`src/rtl/scl_pacer_pkg.sv`:
```
package scl_pacer_pkg;

    typedef enum logic [1:0] {
        PH_IDLE = 2'd0,
        PH_HIGH = 2'd1,
        PH_LOW  = 2'd2
    } phase_e;

    localparam int unsigned PHASE_COUNT = 2;
    localparam int unsigned IDX_HIGH    = 0;
    localparam int unsigned IDX_LOW     = 1;

endpackage

```
`src/rtl/scl_cfg_reg.sv`:
```
module scl_cfg_reg #(
    parameter int unsigned FIELD_W  = 8,
    parameter int unsigned HI_MIN   = 2,
    parameter int unsigned LO_MIN   = 4,
    parameter int unsigned HI_RESET = 2,
    parameter int unsigned LO_RESET = 4
) (
    input  logic                 clk,
    input  logic                 rst_n,
    input  logic                 we_i,
    input  logic [2*FIELD_W-1:0] wdata_i,
    output logic [2*FIELD_W-1:0] rdata_o,
    output logic [FIELD_W-1:0]   hi_eff_o,
    output logic [FIELD_W-1:0]   lo_eff_o
);
    localparam int unsigned CFG_W = 2 * FIELD_W;

    logic [CFG_W-1:0]   word_q;
    logic [FIELD_W-1:0] hi_raw;
    logic [FIELD_W-1:0] lo_raw;

    always_ff @(posedge clk or negedge rst_n) begin
        if (!rst_n) begin
            word_q <= {FIELD_W'(HI_RESET), FIELD_W'(LO_RESET)};
        end else if (we_i) begin
            word_q <= wdata_i;
        end
    end

    always_comb begin
        hi_raw   = word_q[CFG_W-1:FIELD_W];
        lo_raw   = word_q[FIELD_W-1:0];
        hi_eff_o = (hi_raw < FIELD_W'(HI_MIN)) ? FIELD_W'(HI_MIN) : hi_raw;
        lo_eff_o = (lo_raw < FIELD_W'(LO_MIN)) ? FIELD_W'(LO_MIN) : lo_raw;
        rdata_o  = word_q;
    end


    cfg_store_chk: assert property (@(posedge clk) disable iff (!rst_n)
        we_i |=> rdata_o == $past(wdata_i));

endmodule

```
`src/rtl/scl_phase_timer.sv`:
```
module scl_phase_timer #(
    parameter int unsigned FIELD_W = 8,
    parameter int unsigned MIN_LIM = 2
) (
    input  logic               clk,
    input  logic               rst_n,
    input  logic               load_i,
    input  logic [FIELD_W-1:0] lim_i,
    input  logic               active_i,
    input  logic               stall_i,
    output logic               done_o
);
    logic [FIELD_W-1:0] cnt_q;
    logic [FIELD_W-1:0] lim_q;

    always_ff @(posedge clk or negedge rst_n) begin
        if (!rst_n) begin
            cnt_q <= '0;
            lim_q <= FIELD_W'(MIN_LIM);
        end else if (load_i) begin
            cnt_q <= '0;
            lim_q <= lim_i;
        end else if (!active_i || stall_i || done_o) begin
            cnt_q <= '0;
        end else begin
            cnt_q <= cnt_q + 1'b1;
        end
    end

    assign done_o = active_i && !stall_i && (cnt_q == lim_q);


    cnt_step_chk: assert property (@(posedge clk) disable iff (!rst_n)
        (active_i && !stall_i && !load_i && !done_o) |=> (cnt_q == $past(cnt_q) + 1'b1));


    lim_floor_chk: assert property (@(posedge clk) disable iff (!rst_n)
        load_i |=> (lim_q >= FIELD_W'(MIN_LIM)));

endmodule

```
`src/rtl/scl_pacer.sv`:
```
module scl_pacer
    import scl_pacer_pkg::*;
#(
    parameter int unsigned FIELD_W  = 8,
    parameter int unsigned HI_MIN   = 2,
    parameter int unsigned LO_MIN   = 4,
    parameter int unsigned HI_RESET = 2,
    parameter int unsigned LO_RESET = 4
) (
    input  logic                 clk,
    input  logic                 rst_n,
    input  logic                 enable,
    input  logic                 cfg_we,
    input  logic [2*FIELD_W-1:0] cfg_wdata,
    output logic [2*FIELD_W-1:0] cfg_rdata,
    input  logic                 scl_in,
    output logic                 scl_out,
    output logic                 edge_strobe,
    output logic                 bit_strobe
);
    localparam int unsigned CFG_W = 2 * FIELD_W;

    phase_e             state_q;
    phase_e             state_d;
    logic [FIELD_W-1:0] hi_eff;
    logic [FIELD_W-1:0] lo_eff;
    logic               load   [PHASE_COUNT];
    logic [FIELD_W-1:0] lim    [PHASE_COUNT];
    logic               active [PHASE_COUNT];
    logic               stall  [PHASE_COUNT];
    logic               done   [PHASE_COUNT];

    scl_cfg_reg #(
        .FIELD_W (FIELD_W),
        .HI_MIN  (HI_MIN),
        .LO_MIN  (LO_MIN),
        .HI_RESET(HI_RESET),
        .LO_RESET(LO_RESET)
    ) cfg_i (
        .clk     (clk),
        .rst_n   (rst_n),
        .we_i    (cfg_we),
        .wdata_i (cfg_wdata[CFG_W-1:0]),
        .rdata_o (cfg_rdata),
        .hi_eff_o(hi_eff),
        .lo_eff_o(lo_eff)
    );

    assign lim[IDX_HIGH]    = hi_eff;
    assign lim[IDX_LOW]     = lo_eff;
    assign active[IDX_HIGH] = (state_q == PH_HIGH);
    assign active[IDX_LOW]  = (state_q == PH_LOW);
    assign stall[IDX_HIGH]  = !scl_in;
    assign stall[IDX_LOW]   = 1'b0;

    for (genvar g = 0; g < PHASE_COUNT; g++) begin : g_timer
        scl_phase_timer #(
            .FIELD_W(FIELD_W),
            .MIN_LIM((g == IDX_HIGH) ? HI_MIN : LO_MIN)
        ) timer_i (
            .clk     (clk),
            .rst_n   (rst_n),
            .load_i  (load[g]),
            .lim_i   (lim[g]),
            .active_i(active[g]),
            .stall_i (stall[g]),
            .done_o  (done[g])
        );
    end

    // state register
    always_ff @(posedge clk or negedge rst_n) begin
        if (!rst_n) begin
            state_q <= PH_IDLE;
        end else begin
            state_q <= state_d;
        end
    end

    // next state and timer loads
    always_comb begin
        state_d        = state_q;
        load[IDX_HIGH] = 1'b0;
        load[IDX_LOW]  = 1'b0;
        unique case (state_q)
            PH_IDLE: begin
                if (enable) begin
                    state_d        = PH_HIGH;
                    load[IDX_HIGH] = 1'b1;
                end
            end
            PH_HIGH: begin
                if (!enable) begin
                    state_d = PH_IDLE;
                end else if (done[IDX_HIGH]) begin
                    state_d       = PH_LOW;
                    load[IDX_LOW] = 1'b1;
                end
            end
            PH_LOW: begin
                if (!enable) begin
                    state_d = PH_IDLE;
                end else if (done[IDX_LOW]) begin
                    state_d        = PH_HIGH;
                    load[IDX_HIGH] = 1'b1;
                end
            end
            default: state_d = PH_IDLE;
        endcase
    end

    // outputs
    always_comb begin
        scl_out     = (state_q != PH_LOW);
        edge_strobe = done[IDX_HIGH] || done[IDX_LOW];
        bit_strobe  = done[IDX_LOW];
    end


    edge_toggle_chk: assert property (@(posedge clk) disable iff (!rst_n)
        (edge_strobe && enable) |=> (scl_out != $past(scl_out)));


    bit_in_low_chk: assert property (@(posedge clk) disable iff (!rst_n)
        bit_strobe |-> (edge_strobe && !scl_out));


    disable_release_chk: assert property (@(posedge clk) disable iff (!rst_n)
        !enable |=> (scl_out && !edge_strobe));


    stretch_hold_chk: assert property (@(posedge clk) disable iff (!rst_n)
        (enable && !scl_in && scl_out && state_q == PH_HIGH) |=> scl_out);

endmodule

```
`config.mk`:
```
export PLATFORM = sky130hd
export DESIGN_NAME = scl_pacer
export DESIGN_NICKNAME = d
export VERILOG_FILES = /design/src/rtl/scl_pacer_pkg.sv /design/src/rtl/scl_cfg_reg.sv /design/src/rtl/scl_phase_timer.sv /design/src/rtl/scl_pacer.sv
export SDC_FILE = /design/constraint.sdc
export NUM_CORES = 1
export LEC_CHECK = 0
export BUFFER_PORTS_ARGS = -buffer_cell sky130_fd_sc_hd__buf_4
export CAP_MARGIN = 40
export CORE_UTILIZATION = 50
export DETAILED_ROUTE_END_ITERATION = 7
export PLACE_DENSITY = 0.79
export SLEW_MARGIN = 20
export SYNTH_ARGS = -nofsm -noshare
export SYNTH_HDL_FRONTEND = slang
export SYNTH_SLANG_ARGS = --single-unit
export TNS_END_PERCENT = 50
```
`constraint.sdc`:
```
create_clock -name clk -period 3.6 [get_ports clk]
set_input_delay 0.72 -clock clk [delete_from_list [all_inputs] [get_ports clk]]
set_output_delay 0.72 -clock clk [all_outputs]
set_load 0.005 [all_outputs]
```
Word level (Yosys, flattened, before mapping)
Index checks and enable logic that the tools add are counted.
{"block": "op_classes", "n_lt_le_gt_ge": 2, "reduce_logical": 12, "eq_ne": 8, "add_sub_neg": 2, "mux": 19}
{"cell": "2-to-1 mux 8 bit", "n": 6}
{"cell": "adder 8 x 1 -> 8 bit (second input constant)", "n": 2}
{"cell": "equality test 8 bit", "n": 2}
{"cell": "2-to-1 mux 2 bit", "n": 5}
{"cell": "less-than comparator 8 x 2 -> 1 bit (second input constant)", "n": 1}
{"cell": "less-than comparator 8 x 3 -> 1 bit (second input constant)", "n": 1}
{"cell": "2-to-1 mux 1 bit", "n": 6}
{"cell": "inequality test 3 bit (second input constant)", "n": 2}
{"cell": "one-hot mux 2 bit (3 select lines)", "n": 1}
{"cell": "logical OR 1 bit", "n": 4}
{"cell": "inequality test 2 bit (second input constant)", "n": 2}
{"cell": "logical AND 1 bit", "n": 3}
{"cell": "zero test 1 bit", "n": 3}
{"cell": "AND reduction 3 bit", "n": 1}
{"cell": "equality test 2 x 1 -> 1 bit (second input constant)", "n": 1}
{"cell": "equality test 2 bit (second input constant)", "n": 1}
{"cell": "zero test 2 bit", "n": 1}
{"cell": "one-hot mux 1 bit (2 select lines)", "n": 1}
{"block": "word_totals", "output_inout_bits": 19, "regBits": 50, "inputBits": 21}

Depth between registers and ports, before layout
{"block": "depth", "ltp_word": 7, "mapped_depth": 6}

By module
Synthesis repeated with hierarchy kept, for this count alone.
{"block": "hier_totals", "cells_unflattened": 199, "hier_area_um2": 2548.7}
{"module": "scl_phase_timer", "cells_per_inst": 64, "n_inst": 2, "area_per_inst_um2": 827.0, "seq_area_each_um2": 401.6}
{"module": "scl_cfg_reg", "cells_per_inst": 55, "n_inst": 1, "area_per_inst_um2": 762.0, "seq_area_each_um2": 402.9}
{"module": "scl_pacer", "cells_per_inst": 16, "n_inst": 1, "area_per_inst_um2": 132.6, "seq_area_each_um2": 50.0}

Worst setup path after synthesis
OpenSTA, ideal clock, no wires.
{"block": "synth_timing", "path_kind": "register to output", "from": "register g_timer[1].timer_i.cnt_q[5]", "to": "output port edge_strobe", "path_stages_with_launch": 5, "required_time_ns": 2.880, "arrival_time_ns": 1.136, "n_path_buf": 0, "path_slack_ns": 1.744, "path_cell_list": "dfrtp_1 xor2_1 nor4_2 nand2_1 o21ai_0"}
{"block": "synth_via", "elab_chain_len": 3}
{"element": "start, declared", "line": "scl_phase_timer.sv:13", "source": "logic [FIELD_W-1:0] cnt_q;"}
{"element": "start signal, assigned", "line": "scl_phase_timer.sv:26", "source": "cnt_q <= cnt_q + 1'b1;"}
{"element": "equality test 8 bit", "line": "scl_phase_timer.sv:30", "source": "assign done_o = active_i && !stall_i && (cnt_q == lim_q);"}
{"element": "logical AND 1 bit", "line": "scl_phase_timer.sv:30"}
{"element": "logical OR 1 bit", "line": "scl_pacer.sv:115", "source": "edge_strobe = done[IDX_HIGH] || done[IDX_LOW];"}
{"element": "end, declared", "line": "scl_pacer.sv:18", "source": "output logic edge_strobe,"}
Every way passes these cells.

Worst setup path after layout
{"block": "layout_timing", "from": "register g_timer[1].timer_i.cnt_q[2]", "to": "output port edge_strobe"}
Same word-level chain as after synthesis.

==> run summary <==
Outcome -> completed
Crit-path slowest cell -> dfrtp_1
Most common cell in the synthesized netlist -> dfrtp_1
PortBufs -> 39
Setup Viol. Count Final -> 0
Startpoint Class -> register
CTS root buf -> clkbuf_8
CTS tree -> done
CTS resizes -> 0
Synthesis warning total -> 0
Minimum clock period -> 2.36 ns
Post-synthesis cell count -> 181
Flop pwr share -> 0.572
Number of global-route vias before repair -> 1,413
Initial Utilization -> 0.519
Period utilisation layout -> 0.654
WL/cell -> 14.4 um
1st-iter DRT viols -> 53
Synthesized Nets -> 204
Worst skew pair latency -> 0.30 ns
DP Wirelength -> 2.87 mm
Net Switching -> 0.275 mW
Max-cap violations -> 0
Power per Cell Area -> 427 mW/mm^2
Cell taking the most area after synthesis -> dfrtp_1
Final Max Tran Viols -> 0
Max_slew headroom -> 0.594
Largest net degree at the start of global routing -> 51
Core Area -> 0.00435 mm^2
Clock share of power -> 0.288
RePlAce Congestion -> 0.794
Crit. End Element -> output port
Multi-input logic area -> 955 um^2
Register area -> 0.00126 mm^2
Yosys top cell area share -> 0.509
Worst path buffer plus inverter count -> 1
Inserted Clock Buffers -> 5
Worst vdd ir -> 0.303 mV
Max Clk Rate -> 0.424 GHz
Crit Path Class -> reg -> out
CP Data Required Time -> 2.88 ns
Number of synthesized flops with an enable pin -> 0
Die area -> 0.00479 mm^2
DR DRC count -> 0
Critical path peak fanout -> 5
Critical-path cell list -> xor2_1 > nor4_1 > nand2_1 > o21ai_0 > buf_4
Setup Buffers After CTS -> 0
Worst-margin pin slew -> 0.609 ns
Post-synthesis sequential area ratio -> 0.556
Detailed Route WL -> 3.96 mm
First-pass GRT wire length -> 6.91 mm
Total track usage -> 0.185
Total negative setup slack -> 0 ns
# nets final -> 245
Top cells by count, synth -> 46 x dfrtp_1, 22 x mux2_2, 19 x nor2_1, 16 x xor2_1, 12 x xnor2_1
Worst path top cell family by delay -> flip-flops
Combinational power share -> 0.140
Crit path DAT -> 1.64 ns
Static leakage -> 1.29 nW
Post-Syn Area -> 0.00226 mm^2
Area Growth Syn to Fin -> 18.6%
Pre-Repair DR Iteration Count -> 4
Area contributors post-synth -> dfrtp_1 51%, mux2_2 11%, xor2_1 6.2%, dfstp_2 4.6%, mux2_4 4.6%
Finished Cell Area -> 0.00268 mm^2
CTS sink cnt -> 50
Switch share -> 0.240
Via density -> 5.23
CP peak stage delay -> 0.44 ns
Gr ovfl total -> 0
Main synth FF type -> dfrtp_1
Yosys cell types -> 30
Via count -> 1,438
Fill cells -> 362
Async set-reset flop share out of synthesis -> 1.00
Row cnt -> 24
Die W -> 69.2 um
Layout cells sized above 1 -> 0.363
Hold Vio Cnt, Final -> 0
Die H -> 69.2 um
#FFs+latches synth -> 50
Dpl cell area -> 0.00259 mm^2
# diodes -> 0
Reg2Reg Setup Slack -> 1.58 ns
Setup Skew -> 0.00691 ns
Post-route ant nets -> 0
Clock tree buffer depth -> 2
Syn avg cell area -> 12.5 um^2
P_int -> 0.870 mW
Hold buffer count at CTS -> 0
RSZ-0062 raised after global routing -> false
Core Util, Final -> 0.616
Ports -> 40
CTS H-tree depth -> 2
HP Class -> in -> async
Initial antenna violation count -> 0
Clock Pin Slew Worst Setup and Hold Paths -> 0.08 ns
-- layout by cell type, fill, tap and decap left out, types with 2 or more instances in the layout --
cell type,n
clkbuf_8,6
dfrtp_1,46
mux2i_1,3
xor2_1,16
nor2_1,19
xnor2_1,12
nand2b_1,3
nor4_1,3
ha_1,2
mux2_4,7
inv_1,6
mux2_2,22
nand2_1,7
nand4_1,2
dfstp_2,4
and3_1,5
nand3_1,8
buf_4,39
-- metal layers --
metal,vias up,track usage,wire [um]
met1,704,0.273,1950
met4,0,0.0884,94
met5,-,0,0
li1,693,-,-
met2,33,0.258,1760
met3,8,0.0436,152
-- layout make-up --
class	instances	area share
Tap cell	52	0.0243
Clock inverter	1	0.00187
Inverter	6	0.00840
Clock buffer	7	0.0322
Timing Repair Buffer	39	0.109
Multi-Input combinational cell	120	0.356
Sequential cell	50	0.468
-- worst paths after layout --
path,startpoint,to,cells after the start
max,g_timer[1].timer_i.cnt_q[2],edge_strobe,5
min,rst_n,g_timer[1].timer_i.cnt_q[3],1
max reg2reg,g_timer[1].timer_i.cnt_q[2],g_timer[0].timer_i.lim_q[2],5
min reg2reg,state_q[0],state_q[0],1
max in group asynchronous,rst_n,g_timer[0].timer_i.cnt_q[4],1
min in group clk,state_q[0],state_q[0],1
-- flip-flops by register name, indices dropped and copies added, names as in the netlist --
name,count
state_q,2
cfg_i.rdata_o,16
g_timer.timer_i.lim_q,16
g_timer.timer_i.cnt_q,16
-- per-stage QoR --
step           hold WS (ns)  instances  total power, mW  worst slack (ns)
2_1_floorplan         0.424        181            0.751              1.74
3_3_place_gp          0.520        267            0.823              1.59
3_5_place_dp          0.522        267            0.829              1.56
4_1_cts               0.445        275             1.16              1.23
5_1_grt               0.462        275             1.21              1.03
6_report              0.413        275             1.15              1.24
-- worst reg2reg max path, delay by kind of cell, from the launching register on --
kind                      cells  cell delay, ns
AOI/OAI and AO/OA             1            0.51
DFF                           1            0.44
and+or+nand+nor               2            0.41
muxes                         1            0.37
xor gates and xnor gates      1            0.19
-- cell families after synthesis --
kind of cell	share of synthesized area
and+or+nand+nor	0.115
DFF	0.556
muxes	0.169
xor gates and xnor gates	0.108
buffers and inverters	0.0221
AOI/OAI and AO/OA	0.0183
adders and majority gates	0.0111
-- power by group through the flow --
| stage | Clock (mW) | Sequential (mW) | Combinational (mW) |
|---|---|---|---|
| floorplan | 0 | 0.656 | 0.0947 |
| global placement | 0 | 0.664 | 0.159 |
| detailed placement | 0 | 0.666 | 0.162 |
| CTS | 0.341 | 0.655 | 0.163 |
| global route | 0.370 | 0.663 | 0.177 |
| finish | 0.330 | 0.655 | 0.160 |
(Power assumes the default switching activity.)
